<file path="config.mk">
export PLATFORM = sky130hd
export DESIGN_NAME = alu_flags_unit
export DESIGN_NICKNAME = d
export VERILOG_FILES = /design/src/rtl/alu_flags_pkg.sv /design/src/rtl/alu_arith_core.sv /design/src/rtl/alu_flags_reg.sv /design/src/rtl/alu_flags_unit.sv
export SDC_FILE = /design/constraint.sdc
export NUM_CORES = 1
export LEC_CHECK = 0
export CORE_ASPECT_RATIO = 0.7
export CORE_MARGIN = 2
export CORE_UTILIZATION = 40
export DETAILED_ROUTE_END_ITERATION = 10
export HOLD_SLACK_MARGIN = 0.03
export PLACE_DENSITY_LB_ADDON = 0.2
export SETUP_SLACK_MARGIN = 0.02
export SYNTH_ARGS = -nofsm -noshare
export SYNTH_HDL_FRONTEND = slang
export SYNTH_SLANG_ARGS = --single-unit
export TNS_END_PERCENT = 100
</file>
<file path="constraint.sdc">
create_clock -name clk -period 12.9 [get_ports clk]
set_clock_uncertainty 0.15 [all_clocks]
set_input_delay 2.58 -clock clk [delete_from_list [all_inputs] [get_ports clk]]
set_output_delay 2.58 -clock clk [all_outputs]
set_load 0.01 [all_outputs]
</file>
<file path="src/rtl/alu_flags_pkg.sv">
package alu_flags_pkg;
    localparam int NUM_LANES = 3;
    localparam int DATA_W    = 8 << (NUM_LANES - 1);
    localparam int FLAG_W    = 32;

    typedef enum logic [3:0] {
        OP_ADD = 4'd0, OP_ADC = 4'd1, OP_SUB = 4'd2, OP_SBB = 4'd3,
        OP_AND = 4'd4, OP_OR  = 4'd5, OP_XOR = 4'd6, OP_CMP = 4'd7,
        OP_LDF = 4'd8
    } op_e;

    typedef enum logic [1:0] {
        SZ_8 = 2'd0, SZ_16 = 2'd1, SZ_32 = 2'd2, SZ_32X = 2'd3
    } size_e;

    localparam int BIT_CF = 0;
    localparam int BIT_PF = 2;
    localparam int BIT_AF = 4;
    localparam int BIT_ZF = 6;
    localparam int BIT_SF = 7;
    localparam int BIT_OF = 11;

    localparam logic [FLAG_W-1:0] WR_MASK   = 32'h003F_7FD5;
    localparam logic [FLAG_W-1:0] FIXED_ONE = 32'h0000_0002;

    typedef struct packed {
        logic cf;
        logic pf;
        logic af;
        logic zf;
        logic sf;
        logic of;
    } arith_flags_t;
endpackage

</file>
<file path="src/rtl/alu_arith_core.sv">
module alu_arith_core
    import alu_flags_pkg::*;
(
    input  logic [3:0]        op,
    input  logic [1:0]        size,
    input  logic [DATA_W-1:0] a,
    input  logic [DATA_W-1:0] b,
    input  logic              cf_in,
    output logic [DATA_W-1:0] res,
    output arith_flags_t      fl
);
    logic is_sub, use_c, is_logic, cin_eff;
    logic [1:0] lane;
    logic [DATA_W-1:0] logic_raw;
    logic [DATA_W-1:0] lane_sum  [NUM_LANES];
    logic [DATA_W-1:0] lane_mask [NUM_LANES];
    logic [DATA_W-1:0] lane_top  [NUM_LANES];
    logic              lane_co   [NUM_LANES];
    logic a_s, b_s, r_s;

    always_comb begin
        is_sub    = 1'b0;
        use_c     = 1'b0;
        is_logic  = 1'b0;
        logic_raw = '0;
        case (op)
            OP_ADC:  use_c = 1'b1;
            OP_SUB:  is_sub = 1'b1;
            OP_SBB:  begin is_sub = 1'b1; use_c = 1'b1; end
            OP_CMP:  is_sub = 1'b1;
            OP_AND:  begin is_logic = 1'b1; logic_raw = a & b; end
            OP_OR:   begin is_logic = 1'b1; logic_raw = a | b; end
            OP_XOR:  begin is_logic = 1'b1; logic_raw = a ^ b; end
            default: ;
        endcase
        // a - b - borrow == a + ~b + !borrow
        cin_eff = is_sub ? ~(use_c & cf_in) : (use_c & cf_in);
    end

    for (genvar k = 0; k < NUM_LANES; k++) begin : g_lane
        localparam int W = 8 << k;
        logic [W-1:0] bx;
        logic [W:0]   s;
        always_comb begin
            bx = is_sub ? ~b[W-1:0] : b[W-1:0];
            s  = {1'b0, a[W-1:0]} + {1'b0, bx} + {{W{1'b0}}, cin_eff};
        end
        assign lane_sum[k]  = DATA_W'(s[W-1:0]);
        assign lane_co[k]   = s[W];
        assign lane_mask[k] = DATA_W'({W{1'b1}});
        assign lane_top[k]  = DATA_W'(1) << (W - 1);
    end

    always_comb begin
        case (size)
            SZ_8:    lane = 2'd0;
            SZ_16:   lane = 2'd1;
            default: lane = 2'd2;
        endcase
        res = is_logic ? (logic_raw & lane_mask[lane]) : lane_sum[lane];
        a_s = |(a & lane_top[lane]);
        b_s = |(b & lane_top[lane]);
        r_s = |(res & lane_top[lane]);
        fl.pf = ~^res[7:0];
        fl.zf = (res == '0);
        fl.sf = r_s;
        fl.af = a[4] ^ b[4] ^ res[4];
        fl.cf = is_sub ? ~lane_co[lane] : lane_co[lane];
        fl.of = is_sub ? ((a_s != b_s) && (r_s != a_s))
                       : ((a_s == b_s) && (r_s != a_s));
    end
endmodule

</file>
<file path="src/rtl/alu_flags_reg.sv">
module alu_flags_reg
    import alu_flags_pkg::*;
(
    input  logic              clk,
    input  logic              rst_n,
    input  logic              upd_arith,
    input  logic              upd_logic,
    input  logic              load,
    input  logic [FLAG_W-1:0] load_val,
    input  arith_flags_t      fl,
    output logic [FLAG_W-1:0] flags
);
    always_ff @(posedge clk) begin
        if (!rst_n) begin
            flags <= FIXED_ONE;
        end else if (load) begin
            flags <= (load_val & WR_MASK) | FIXED_ONE;
        end else if (upd_arith) begin
            flags[BIT_CF] <= fl.cf;
            flags[BIT_PF] <= fl.pf;
            flags[BIT_AF] <= fl.af;
            flags[BIT_ZF] <= fl.zf;
            flags[BIT_SF] <= fl.sf;
            flags[BIT_OF] <= fl.of;
        end else if (upd_logic) begin
            flags[BIT_CF] <= 1'b0;
            flags[BIT_PF] <= fl.pf;
            flags[BIT_ZF] <= fl.zf;
            flags[BIT_SF] <= fl.sf;
            flags[BIT_OF] <= 1'b0;
        end
    end
endmodule

</file>
<file path="src/rtl/alu_flags_unit.sv">
module alu_flags_unit
    import alu_flags_pkg::*;
(
    input  logic              clk,
    input  logic              rst_n,
    input  logic              op_valid,
    input  logic [3:0]        op_code,
    input  logic [1:0]        op_size,
    input  logic [DATA_W-1:0] op_a,
    input  logic [DATA_W-1:0] op_b,
    output logic [DATA_W-1:0] result,
    output logic [FLAG_W-1:0] flags
);
    logic         wr_res, upd_arith, upd_logic, load;
    logic [DATA_W-1:0] core_res;
    arith_flags_t core_fl;

    always_comb begin
        wr_res    = 1'b0;
        upd_arith = 1'b0;
        upd_logic = 1'b0;
        load      = 1'b0;
        if (op_valid) begin
            unique case (op_code)
                OP_ADD, OP_ADC, OP_SUB, OP_SBB: begin
                    wr_res    = 1'b1;
                    upd_arith = 1'b1;
                end
                OP_AND, OP_OR, OP_XOR: begin
                    wr_res    = 1'b1;
                    upd_logic = 1'b1;
                end
                OP_CMP:  upd_arith = 1'b1;
                OP_LDF:  load = 1'b1;
                default: ;
            endcase
        end
    end

    alu_arith_core u_core (
        .op    (op_code),
        .size  (op_size),
        .a     (op_a),
        .b     (op_b),
        .cf_in (flags[BIT_CF]),
        .res   (core_res),
        .fl    (core_fl)
    );

    alu_flags_reg u_flags (
        .clk       (clk),
        .rst_n     (rst_n),
        .upd_arith (upd_arith),
        .upd_logic (upd_logic),
        .load      (load),
        .load_val  (op_a),
        .fl        (core_fl),
        .flags     (flags)
    );

    always_ff @(posedge clk) begin
        if (!rst_n) begin
            result <= '0;
        end else if (wr_res) begin
            result <= core_res;
        end
    end
endmodule

</file>
**Word level (Yosys, flattened, before mapping)**

Index checks and enable logic that the tools add are counted.

- Reductions and logical operators: 16
- $add $sub $neg: 6
- Equality and inequality tests: 12
- $lt $le $gt $ge: 1
- Multiplexer cells: 44
- Bitwise operators: 16

Operators by type and width:

| cell | number |
|---|---|
| 32-bit 2-to-1 mux | 8 |
| 32-bit binary-select mux with 2-bit select | 3 |
| 32-bit bitwise AND | 5 |
| 32-bit case mux with 3 select lines | 1 |
| 32-bit OR reduction | 3 |
| 32-bit by 32-bit adder with 33-bit output | 1 |
| 33-bit by 1-bit adder with 33-bit output | 1 |
| 32-bit logical NOT | 1 |
| 32-bit inverter | 1 |
| 32-bit OR | 1 |
| 32-bit XOR | 1 |
| 1-bit 2-to-1 mux | 25 |
| 16-bit by 16-bit adder with 17-bit output | 1 |
| 17-bit by 1-bit adder with 17-bit output | 1 |
| 4-bit by 3-bit == test with 1-bit output (second input constant) | 4 |
| 16-bit 2-to-1 mux | 1 |
| 16-bit inverter | 1 |
| 8-bit by 8-bit adder with 9-bit output | 1 |
| 9-bit by 1-bit adder with 9-bit output | 1 |
| 4-bit by 2-bit == test with 1-bit output (second input constant) | 2 |
| 8-bit 2-to-1 mux | 1 |
| 8-bit inverter | 1 |
| 8-bit XNOR reduction | 1 |
| 7-bit OR reduction | 1 |
| other kinds (21) | 28 |

- Bits of input ports: 73
- Register bits after elaboration: 50
- Logic and storage cells: 99
- Output and inout port bits: 64

**Logic depth before layout (Yosys ltp)**

Gate-level depths: netlist of the first run.

- Depth in word-level cells: 18
- Mapped depth: 25
- Mapped depth without buffers: 20

**Modules after synthesis**

From an unflattened synthesis of the first run, not the netlist that was laid out.

- Cell total of the unflattened synthesis: 958
- Area, all modules: 7,170.6 um2

Modules (own cells, without submodules):

| module | instances | area an instance (um2) | sequential area each (um2) | cells an instance |
|---|---|---|---|---|
| alu_arith_core | 1 | 4,994.8 | 0.0 | 725 |
| alu_flags_unit | 1 | 1,325.0 | 640.6 | 146 |
| alu_flags_reg | 1 | 850.8 | 360.3 | 87 |

**Worst setup path before layout of the first run**

Ideal clock, no wire load.

- Path type: input-to-reg
- Start point: input op_code[0]
- End point: register u_flags.flags[6]
- Library setup time: 69 ps
- Data arrival time: 7,414 ps
- Buffers on the path: 6
- Required time: 12,681 ps
- Stages on the path: 25
- Slack: 5,267 ps
- Cell sequence: buf_2 -> buf_2 -> buf_2 -> buf_2 -> o211ai_1 -> clkbuf_1 -> buf_2 -> xnor2_1 -> fa_1 -> fa_1 -> nor2b_1 -> o21a_1 -> nor2_1 -> xnor2_1 -> a22o_1 -> a221oi_1 -> ha_1 -> nand3_1 -> nor3_1 -> nand3_1 -> a2111oi_0 -> o2111ai_1 -> nor4_2 -> nand4_1 -> o21ai_1

- Longest elaborated chain between the ends: 15
- Elaborated cells on any way between the ends: 44
- Classes of those cells: add/sub (6); eq/ne (8); mux (20); bitwise (3); reduce/logical (7)

Ends and longest elaborated chain:

| element | line | RTL |
|---|---|---|
| from (decl) | alu_flags_unit.sv:7 | `input logic [3:0] op_code,` |
| branches (longest 15 deep; another with 32-bit by 32-bit adder with 33-bit output) | - |  |
| to (signal assigned) | alu_flags_reg.sv:17 | `flags <= (load_val & WR_MASK) \| FIXED_ONE;` |
| to (signal, indexed assignment) | alu_flags_reg.sv:19 | `flags[BIT_CF] <= fl.cf;` |
| to (signal, indexed assignment) | alu_flags_reg.sv:20 | `flags[BIT_PF] <= fl.pf;` |
| to (decl) | alu_flags_reg.sv:11 | `output logic [FLAG_W-1:0] flags` |

Parallel ways; which one is timed is not known. The select of a mux whose other input is x is not followed.
A chain may end at the register's enable or synchronous reset.

**Worst setup path after layout of the first run**

- Start point: input op_code[1]
- End point: register u_flags.flags[6]

Same word-level chain as after synthesis.

==> out/results.txt, run 1 <==
The sequential fraction of the synthesis area is 0.146. The detailed router finished its first iteration with 671 violations. The tools report the detailed-route DRC error count as 0.

The run gives 0 as the max-slew violation total from the final report. The number of synthesized register bits works out to 50. At the later pin of the worst-skew pair, clock insertion delay measures 0.31 ns. The logs give 0.414 for the effective utilization at floorplan and 17900 um for the detailed placement HPWL.

The worst hold path belongs to the class register to register. For the number of antenna violations at the first check in global routing, the log shows 0. The run gives 54.1 uV as the largest voltage drop on the vdd net. The run gives 0 as the number of setup buffers added after CTS. For the worst setup path, the data required time is 12.98 ns.

For this design the static power due to leakage is 3.65 nW. Entering global routing, the biggest net connects 74 pins. For the all-layer global routing usage, the log shows 0.258. The detailed-route via count was 7087; the per-cell routed wire length was 18.8 um. The run gives 0 as the final hold violation count. In this run the core area contains 39 standard-cell rows. The count of nets left with antenna violations once routing finished came out at 0.

Routability-driven placement finished with a final weighted congestion of 0.972. Clock-pin slew was measured on the worst setup and hold paths at 0.07 ns. Measured along the x axis, the die boundary spans 160 um. From synthesis to final layout, the design area changed by 21.2%. The aggregate negative setup slack is 0 ns.

The total power divided by cell area was 83.6 nW/um^2. After clock tree synthesis, the repair step resized 0 gates. STA classifies the critical path startpoint as an input pin. Most common library cell in the layout ignoring fill and taps: clkdlybuf4s50_1. The worst path in the final design needs a cycle of 8.35 ns, including I/O delays and setup. The maximum fanout along the worst path came out at 42.

In this run the deepest clock path goes through 2 buffers. The library cells used most frequently in the layout, excluding fill and tap cells, are 121 x clkdlybuf4s50_1, 117 x nand2_1, 99 x ha_1, 77 x inv_1, 77 x a21oi_1. The clock drives 50 sinks.

The repair_antennas step left the layout with diodes totalling 0. The logs give 5270 um^2 for the multi-input logic area and 6499 for the number of global-route vias before repair. The number of instances in the synthesized netlist was 947; the die height was 113 um. The sequential cells in the finished layout cover a total of 1000 um^2. The leading register cell type out of synthesis was dfxtp_1. The post-detailed-routing wire length was 23600 um. The run gives 0.459 as the worst-case headroom to the max-slew limit. In the final design database the tool counted 1204 nets. The worst setup path is of the input pin to register kind. In this run the mean area of a mapped cell was 7.22 um^2.

The tools report the count of max-cap constraint violations as 0. The synthesized design contains 0 enable-type register cells. The first detailed-routing pass took 5 iterations. The startpoint of the lowest-slack hold path is u_flags.flags[8].

The worst hold path endpoint is u_flags.flags[8]. Yosys printed 0 warnings. The final core area utilization is 0.501, and the total congestion overflow is 0.

In this run the critical register-to-register path is launched from u_flags.flags[0]. In this run the tool buffered the top-level ports with 122 buffer cells. STA classifies the critical path endpoint as a register. Arrival time reported for the critical path endpoint: 8.43 ns. Setup violations remaining at the end of the flow were counted as 0.

The capturing point of the worst reg2reg path was u_flags.flags[6]. For the total CTS buffers, the log shows 5. The die covers 18200 um^2. TritonCTS built the clock tree. Counting instances, the worst hold path has a depth of 2. The tools report the clock tree root buffer cell as clkbuf_16.

The fraction of final layout cells with drive strength greater than 1 was 0.0388; the fraction of registers with async set or reset after synthesis was 0. The tools report the synthesized area as 6840 um^2. The tools report the global-route wire length before repair as 37200 um.

The clock tree synthesis step divided the H-tree into 2 levels. The post-route clock period utilization works out to 0.647. The flow ran to the end, and the final reports show no timing, DRC or antenna violations.

Fill cells in the final layout number 1654. After floorplanning, the core was sized to cover 16500 um^2. Setup repair after global routing left no endpoint under its margin. Using the TritonRoute via totals, the vias-per-cell ratio works out to 5.64.

The top-level port count was 137; the transition time at the pin with the least slew margin was 0.810 ns. The worst register-to-register path has a setup slack of 7.93 ns. The run gives 0 as the number of hold-repair buffers added at the cts stage. The run gives 76 as the number of library cell types mapped by synthesis. The path depth of the worst reg2reg path was 20; the highest achievable clock rate was 0.120 GHz.
-- power breakdown --
group	switching (mW)	leakage (nW)	internal [mW]
Sequential	0.00576	0.407	0.163
Combinational	0.222	3.17	0.158
Clock	0.0703	0.0759	0.0743
-- area by class of cell --
type	instances	share of cell area
multi-input cells	764	0.636
well taps	225	0.0340
clock inverters	3	0.00347
clock buffers	5	0.0151
repair buffers	132	0.156
inverters	77	0.0349
flip-flops and latches	50	0.121
-- flip-flops by register name, indices dropped and copies added (netlist names) --
register,cells
u_flags.flags,18
result,32
-- through the flow --
stage,hold slack [ns],power (mW),setup slack [ns],cells,cell area (um^2)
6_report,0.316,0.693,4.55,1256,8290
3_5_place_dp,0.308,0.540,4.33,1248,8140
4_1_cts,0.318,0.687,4.62,1256,8290
3_3_place_gp,0.305,0.539,4.47,1248,8140
5_1_grt,0.345,0.740,4.01,1256,8290
2_1_floorplan,0.328,0.421,5.27,959,6890
-- synthesized netlist by cell type, types with 3 or more instances --
cell type    n  area (um^2)
nand2_1    117          439
ha_1        99         1240
a21oi_1     77          385
inv_1       77          289
nor2_1      70          263
dfxtp_1     50         1000
xnor2_1     47          412
o21ai_0     41          205
clkbuf_1    29          109
a211oi_1    21          158
a21boi_0    21          158
a21o_1      17          128
buf_4       16          120
buf_2       15         75.1
nand3_1     15         75.1
nor2b_1     15         93.8
o22ai_1     15         93.8
and2_1      13         81.3
nand2b_1    13         81.3
nor3_1      13         65.1
mux2i_1     12          120
o211a_1     12          120
or3_1       11         68.8
nand4_1      9         56.3
a31oi_1      7         43.8
and3_1       7         43.8
o211ai_1     7         52.6
o2111ai_1    6         52.6
o21bai_1     6         45.0
buf_1        5         18.8
or4_1        5         37.5
xor2_1       5         43.8
o21a_1       4         30.0
a2111o_1     3         33.8
a211o_1      3         26.3
a221oi_1     3         26.3
a31o_2       3         26.3
nor4_1       3         18.8
o221ai_1     3         26.3
or2_2        3         18.8
-- cell families after synthesis --
family / synth area share
compound gates: 0.277
xor+xnor: 0.0666
fa+ha+maj: 0.187
buf+inv: 0.0925
flops: 0.146
mux: 0.0176
other cells: 0.00110
simple gates: 0.212
-- critical path, cell delays in order --
cell,delay (ns)
clkdlybuf4s50_1,0.46
buf_4,0.45
nand2b_1,0.57
a21oi_1,0.27
o21ai_0,0.12
fa_1,0.42
fa_1,0.43
nor2b_1,0.25
o21a_1,0.14
nor2_1,0.04
xnor2_1,0.14
a22o_1,0.19
a221oi_1,0.59
ha_1,0.25
nand3_1,0.07
nor3_1,0.18
nand3_1,0.14
a2111oi_0,0.40
o2111ai_1,0.20
nor4_2,0.29
nand4_1,0.11
o21ai_1,0.11
-- metal layers --
layer / wire length (um) / global-route usage / vias up
met5: 0 / 0 / -
met4: 202 / 0.0324 / 0
met3: 2290 / 0.0564 / 19
met2: 8570 / 0.334 / 293
met1: 12500 / 0.427 / 3305
li1: - / - / 3470
-- worst max path at each step --
stage / from / to / cells after the start / slack (ns)
2_1_floorplan: op_code[0] / u_flags.flags[6] / 25 / 5.27
3_3_place_gp: op_code[1] / u_flags.flags[6] / 22 / 4.47
3_5_place_dp: op_code[1] / u_flags.flags[6] / 22 / 4.33
4_1_cts: op_code[1] / u_flags.flags[6] / 22 / 4.62
5_1_grt: op_code[1] / u_flags.flags[6] / 22 / 4.01
6_report: op_code[1] / u_flags.flags[6] / 22 / 4.55
Note: power is estimated with default switching activity, not from simulation.
==> run 2: changes to the inputs <==
Clock period 12.9 ns to 7.3 ns, I/O delays scaled along.
==> run 2 against run 1 <==
Compared with the run above: utilization rose by 0.22 points; die area did not move; worst setup slack got worse by 3.7 ns; clock power rose by 77%; worst hold slack improved by 0.00060 ns; combinational power rose by 79%; cell count rose by 0.32%; wire length rose by 2.6%; critical path depth fell by 1; total power rose by 78%.
==> out/results.txt, run 2 (synthesis results as in run 1) <==
The top-level port count is 137 (unchanged), and the number of setup buffers added after CTS is 0 (unchanged). Among cell families on the critical path, the largest total delay comes from compound AO/OA/AOI/OAI gates. The final core area utilization was 0.503 (+0.00219). The detailed-route via count is 7106 (+0.27%). The die height came out at 113 um (unchanged). The largest registers in the layout are result x32, u_flags.flags x18. The total CTS buffers is 5 (unchanged), and the minimum clock period after layout is 6.48 ns. The slowest stage of the critical path is the clkdlybuf4s50_1 cell. The run gives 0.414 (unchanged) as the effective utilization at floorplan. The kind of launch point of the worst setup path was an input pin. The tools report the number of global-route vias before repair as 6546 (+0.72%). The critical path goes through clkdlybuf4s50_1 > inv_1 > o211ai_1 > xnor2_1 > fa_1 > fa_1 > nor2b_1 > o21a_1 > nor2_1 > xnor2_1 > a22o_1 > a221oi_1 > ha_1 > nand3_1 > nor3_1 > nand3_1 > a2111oi_0 > o2111ai_1 > nor4_2 > nand4_1 > o21ai_1. The cell sitting at the root of the clock tree is a clkbuf_16. The register with the most flip-flops in the final layout is result. The run gives 24200 um (+2.6%) as the post-detailed-routing wire length. The startpoint identified for the worst hold timing path is u_flags.flags[9]. The per-cell routed wire length came out at 19.2 um (+2.3%). The number of buffer and inverter instances along the worst setup path works out to 2 (unchanged). The cell area after placement is 8180 um^2 (+0.52%), and the synthesis-to-finish area growth is 21.7%. The number of core rows was 39 (unchanged).

The total inserted antenna cells is 0 (unchanged). For the count of max-cap constraint violations, the log shows 0 (unchanged). The run gives 8330 um^2 (+0.44%) as the final non-filler cell area. The pin count of the biggest net entering global routing was 67 (-9.5%).

The first-pass detailed-route iteration total was 5 (unchanged). The detailed-route DRC error count is 0 (unchanged). Proportion of total power due to net switching: 0.431 (+0.00204).

The maximum level of the CTS H-tree was 2 (unchanged); the final hold violation count was 0 (unchanged). The run gives 0.702 mW (+78%) as the design internal power. For the worst path required time, the log shows 7.38 ns (-5.60 ns). The tools report the number of setup violations in the final report as 0 (unchanged). The count of port buffers added during placement came out at 122 (unchanged). The logs give 0.154 GHz for the highest achievable clock rate and 0 (unchanged) for the number of antenna violations at the first check in global routing. TritonCTS built the clock tree. The most common library cell in the layout ignoring fill and taps was clkdlybuf4s50_1. For the non-filler instance count after layout, the log shows 1260 (+0.32%).

The post-cts repair resize count is 0 (unchanged). Setup repair after global routing left no endpoint under its margin. The worst-case headroom to the max-slew limit was 0.449 (-0.00978); the total power divided by cell area was 148 nW/um^2 (+77%). The clock net sink count came out at 50 (unchanged).

For the leakage power, the log shows 3.68 nW (+0.64%). The chip width was 160 um (unchanged); the post-route clock period utilization was 0.888. The worst setup slack for register-to-register paths was 2.57 ns (-5.36 ns).

The run gives 0 ns (unchanged) as the aggregate negative setup slack. The proportion of power drawn by combinational gates is 0.551 (+0.004), and the power dissipated by switching net loads is 0.533 mW (+79%). The worst setup path is captured at a register. The logs give 0 (unchanged) for the count of antenna-violating nets left after detailed routing and 0.31 ns (about the same) for the insertion delay to the later sink of the worst-skew pair.

The logs give 0 (unchanged) for the total congestion overflow and 0.242 (-0.002) for the sequential share of power. The detailed-route vias per instance is 5.64 (about the same). The kind of critical path was input pin to register.

The min-delay analysis places its worst path in the category register to register. Maximum buffer depth of the clock tree: 2 (unchanged). The tools report the total number of nets in the final design as 1208 (+0.33%). Largest stage delay on the critical path: 0.69 ns (+0.10 ns).

The detailed placement HPWL came out at 18600 um (+3.8%). Maximum fanout along the worst path: 8 (-81%). The arrival time reported for the critical path endpoint is 6.56 ns (-1.87 ns), and the all-layer global routing usage is 0.263 (+0.00523). The area of the die is 18200 um^2 (unchanged), and the initial detailed-routing violation count is 649 (-3.3%). The path depth of the worst reg2reg path came out at 20 (unchanged). Flip-flop count of the largest register, all copies and words added: 32 (unchanged).

The startpoint identified for the worst register-to-register timing path is u_flags.flags[0]. The max-slew violation total from the final report is 0 (unchanged), and the number of cells after detailed placement is 1252 (+0.32%). Global-route wire length before repair: 37600 um (+0.95%). The register clock-pin slew on the reported worst setup and hold paths was 0.08 ns (about the same). The flow ran to the end, and the final reports show no timing, DRC or antenna violations.

The count of cells along the worst hold path is 2 (unchanged), and the final worst hold slack is 0.317 ns (+0.000598 ns). The fraction of final layout cells with drive strength greater than 1 was 0.0425 (+0.00371); the transition time at the pin with the least slew margin was 0.818 ns (+0.00798 ns). For the clock power share, the log shows 0.208 (about the same).

The tools report the largest voltage drop on the vdd net as 89.5 uV (+65%). The worst hold path terminates at u_flags.flags[9]. Leaving out fill and tap cells, the most frequent cells in the layout are 121 x clkdlybuf4s50_1, 117 x nand2_1, 99 x ha_1, 77 x inv_1, 77 x a21oi_1.

The tools report the last weighted congestion value of the routability-driven placer as 0.946 (-2.6%). In this run the critical register-to-register path is captured at u_flags.flags[6]. The core area is 16500 um^2 (unchanged). The run gives 0 (unchanged) as the number of hold-repair buffers added at the cts stage.
run 2: changes by cell type in the layout (fill, tap and decap cells not counted):
| cell | change |
|---|---|
| clkinv_4 | -2 |
| buf_4 | +3 |
| inv_6 | +2 |
| clkinv_2 | +1 |
| buf_12 | +1 |
| inv_8 | -1 |
run 2: through the flow:
step,setup slack [ns],total power [mW]
3_3_place_gp,0.687,0.968
2_1_floorplan,0.787,0.744
5_1_grt,0.188,1.31
6_report,0.815,1.24
3_5_place_dp,0.542,0.963
4_1_cts,0.838,1.22
run 2: routing by layer:
layer	part of all wire	GRT usage	vias up
li1	-	-	3474
met1	0.53	0.439	3307
met2	0.36	0.338	310
met3	0.096	0.0531	15
met4	0.0078	0.0360	0
met5	0	0	-
run 2: area by class of cell:
| cell class | count | area [um^2] |
|---|---|---|
| multi-input cells | 764 | 5270 |
| clock inverters | 3 | 22.5 |
| clock buffers | 5 | 125 |
| flip-flops and latches | 50 | 1000 |
| inverters | 77 | 289 |
| fillers | 1626 | 8220 |
| repair buffers | 136 | 1330 |
| well taps | 225 | 282 |
run 2: worst min-delay path, cell delays in order (launching register included):
cell	delay [ns]
dfxtp_1	0.31
nand2_1	0.05
a21boi_0	0.06
run 2: worst max-delay path by stage:
stage	from	end	slack, ns	cells past startpoint
after floorplan	op_code[0]	u_flags.flags[6]	0.79	25
after global placement	op_code[2]	u_flags.flags[6]	0.69	22
after detailed placement	op_code[2]	u_flags.flags[6]	0.54	22
after CTS	op_code[2]	u_flags.flags[6]	0.84	22
after global routing	op_code[2]	u_flags.flags[6]	0.19	22
final	op_code[2]	u_flags.flags[6]	0.82	21
run 2: power groups by stage:
stage          clock network, mW  registers [mW]  logic [mW]
3_3_place_gp                   0           0.305       0.663
4_1_cts                    0.258           0.298       0.665
6_report                   0.256           0.299       0.680
2_1_floorplan                  0           0.310       0.434
5_1_grt                    0.268           0.300       0.745
3_5_place_dp                   0           0.304       0.659
==> run 3: changes to the inputs <==
Settings changed: CORE_UTILIZATION 40 to 45.
==> run 3 against run 2 <==
Compared with the run above: wire length decreased by 5.1%; global-route usage increased by 2.3 points; non-clock buffer count increased by 3; largest cell class unchanged; via count increased by 0.45%; highest routed layer unchanged; die area decreased by 11%.
==> out/results.txt, run 3 (synthesis results as in run 1) <==
The post-cts repair resize count was 0 (unchanged); the highest achievable clock rate was 0.154 GHz (-0.11%). TritonCTS built the clock tree. The critical path goes through clkdlybuf4s50_1 > inv_1 > o211ai_1 > xnor2_1 > fa_1 > fa_1 > nor2b_1 > o21a_1 > nor2_1 > xnor2_1 > a22o_1 > a221oi_1 > ha_1 > nand3_1 > nor3_1 > nand3_1 > a2111oi_0 > o2111ai_1 > nor4_2 > nand4_1 > o21ai_1.

The detailed-route vias per instance came out at 5.79 (+2.6%). Insertion delay to the later sink of the worst-skew pair: 0.30 ns (about the same). The post-placement worst setup slack is 0.610 ns (+0.0680 ns).

The tools report the clock tree root buffer cell as clkbuf_16. The flip-flop count of the largest register, all copies and words added is 32 (unchanged), and the total inserted antenna cells is 0 (unchanged). The library cell used most frequently in the layout, excluding fill and tap cells, is clkdlybuf4s50_1. The final hold violation count was 0 (unchanged); the area of the die was 16200 um^2 (-11%). The post-detailed-routing wire length is 23000 um (-5.1%), and the total CTS buffers is 5 (unchanged). The number of core rows was 37 (-5.1%). The number of cells after detailed placement is 1225 (-2.2%). The detailed-route via count is 7138 (+0.45%), and the number of setup buffers added after CTS is 0 (unchanged).

The tools report the power dissipated by switching net loads as 0.516 mW (-3.1%). The top cell types in the final layout, fill and taps aside, are 121 x clkdlybuf4s50_1, 117 x nand2_1, 99 x ha_1, 77 x inv_1, 77 x a21oi_1. The largest voltage drop on the vdd net was 132 uV (+48%). The flow ran to the end, and the final reports show no timing, DRC or antenna violations.

Setup repair after global routing left no endpoint under its margin. For the leakage power, the log shows 3.70 nW (+0.67%). The per-cell routed wire length was 18.6 um (-3.0%).

The kind of capture point of the worst setup path was a register. The last weighted congestion value of the routability-driven placer is 0.991 (+4.8%), and the maximum level of the CTS H-tree is 2 (unchanged). The arrival time reported for the critical path endpoint is 6.58 ns (+0.02 ns). The final core area utilization was 0.564 (+0.0611). The kind of critical path is input pin to register. The path class of the tightest hold or removal check is register to register. The worst setup slack for register-to-register paths is 2.55 ns (-0.02 ns). The first-pass detailed-route iteration total came out at 7 (+2). The capturing point of the worst reg2reg path is u_flags.flags[6]. The slowest stage of the critical path belongs to the cell clkdlybuf4s50_1. The logs give 0 (unchanged) for the count of antenna-violating nets left after detailed routing and 6438 (-1.6%) for the number of global-route vias before repair. The sequential share of power is 0.238 (-0.004). The run gives 0 (unchanged) as the max-slew violation total from the final report. The count of cells along the worst hold path works out to 2 (unchanged).

The run gives 2 (unchanged) as the maximum buffer depth of the clock tree. The detailed placement HPWL is 17800 um (-4.4%), and the worst-case headroom to the max-slew limit is 0.391 (-0.0580). Total power divided by cell area: 151 nW/um^2 (+1.6%). For the proportion of power drawn by combinational gates, the log shows 0.540 (-0.011). The run gives 0.317 ns (+0.000252 ns) as the final worst hold slack. The minimum clock period after layout works out to 6.49 ns (+0.00729 ns). The global-route wire length before repair is 36100 um (-4.0%). The run gives 0.286 (+0.0232) as the all-layer global routing usage. The transition time at the pin with the least slew margin is 0.910 ns (+0.0915 ns). The detailed-route DRC error count was 0 (unchanged). The post-route clock period utilization works out to 0.889 (+0.000999). The chip width is 151 um (-5.6%). The run gives 1233 (-2.1%) as the non-filler instance count after layout. The count of max-cap constraint violations is 0 (unchanged). Number of filler instances in the final layout: 1462 (-10%). The total number of nets in the final design came out at 1211 (+0.25%). The die height works out to 107 um (-5.5%). The largest stage delay on the critical path works out to 0.68 ns (about the same). The tools report the clock net sink count as 50 (unchanged). For the pin count of the biggest net entering global routing, the log shows 51 (-24%). For the worst path required time, the log shows 7.39 ns (about the same). For the aggregate negative setup slack, the log shows 0 ns (unchanged). The path depth of the worst reg2reg path works out to 20 (unchanged).

The tools report the number of hold-repair buffers added at the cts stage as 0 (unchanged). In this run the most critical hold path is launched from u_flags.flags[9]. The largest registers in the layout are result x32, u_flags.flags x18.

In this run the critical register-to-register path is launched from u_flags.flags[0]. Cell family contributing the most delay on the critical path: compound AO/OA/AOI/OAI gates. The logs give 0 (unchanged) for the number of antenna violations at the first check in global routing and 0.463 (+0.0497) for the effective utilization at floorplan. The proportion of total power due to net switching is 0.411 (-0.0203), and the top-level port count is 137 (unchanged). The worst hold path terminates at u_flags.flags[9]. Compared with the post-synthesis result, the final layout area differs by 21.8%.

The number of buffer and inverter instances along the worst setup path is 2 (unchanged), and the total congestion overflow is 0 (unchanged). For the core area, the log shows 14800 um^2 (-11%). The setup slack after layout was 0.808 ns (-0.00729 ns). The initial detailed-routing violation count was 707 (+8.9%); the register clock-pin slew on the reported worst setup and hold paths was 0.08 ns (about the same).

The design internal power was 0.740 mW (+5.3%); the maximum fanout along the worst path was 8 (unchanged). The fraction of final layout cells with drive strength greater than 1 came out at 0.0462 (+0.00373). Ranked by flip-flop count, first place goes to result. The count of port buffers added during placement was 122 (unchanged). The tools report the number of setup violations in the final report as 0 (unchanged). The run gives 0.222 (+0.014) as the clock power share. STA classifies the critical path startpoint as an input pin.
run 3: changes by cell type in the layout (fill, tap and decap cells not counted), sizes merged:
| cell | delta |
|---|---|
| buf | +3 |
| bufinv | +1 |
| inv | -1 |
run 3: final cells by class:
class | count | area (um^2) | area share
multi-input cells | 764 | 5280 | 0.633
repair buffers | 139 | 1360 | 0.163
flip-flops and latches | 50 | 1000 | 0.120
inverters | 77 | 289 | 0.0347
well taps | 195 | 244 | 0.0293
clock buffers | 5 | 125 | 0.0150
clock inverters | 3 | 43.8 | 0.00525
run 3: power by group through the flow:
stage | sequential [mW] | clock (mW) | combinational, mW
2_1_floorplan | 0.310 | 0 | 0.434
4_1_cts | 0.299 | 0.284 | 0.663
5_1_grt | 0.301 | 0.292 | 0.745
3_3_place_gp | 0.305 | 0 | 0.656
3_5_place_dp | 0.305 | 0 | 0.657
6_report | 0.299 | 0.279 | 0.678
run 3: worst register-to-register path, cell delays in order, from the launching register on:
cell and delay [ns]:
dfxtp_1 0.39, nand3b_1 0.09, a21oi_1 0.17, o21ai_0 0.11
fa_1 0.43, fa_1 0.42, nor2b_1 0.25, o21a_1 0.15
nor2_1 0.04, xnor2_1 0.14, a22o_1 0.19, a221oi_1 0.38
ha_1 0.22, nand3_1 0.07, nor3_1 0.18, nand3_1 0.14
a2111oi_0 0.45, o2111ai_1 0.21, nor4_2 0.29, nand4_1 0.12
o21ai_1 0.10
run 3: stage by stage:
| stage | cell area, um^2 | total power [mW] |
|---|---|---|
| 2_1_floorplan | 6890 | 0.744 |
| 3_3_place_gp | 8170 | 0.962 |
| 3_5_place_dp | 8170 | 0.962 |
| 4_1_cts | 8340 | 1.25 |
| 5_1_grt | 8340 | 1.34 |
| 6_report | 8340 | 1.26 |
run 3: how the worst max path moves through the flow:
stage          startpoint          endpoint  slack (ns)  depth (start not counted)
3_3_place_gp   op_code[2]  u_flags.flags[6]        0.74                         22
6_report       op_code[2]  u_flags.flags[6]        0.81                         21
2_1_floorplan  op_code[0]  u_flags.flags[6]        0.79                         25
4_1_cts        op_code[2]  u_flags.flags[6]        0.92                         21
5_1_grt        op_code[2]  u_flags.flags[6]        0.39                         22
3_5_place_dp   op_code[2]  u_flags.flags[6]        0.61                         21
run 3: per-layer routing:
layer,global-route usage,vias to the layer above,routed length [um]
li1,-,3490,-
met1,0.485,3298,12100
met2,0.355,326,8110
met3,0.0540,24,2440
met4,0.0541,0,291
met5,0,-,0
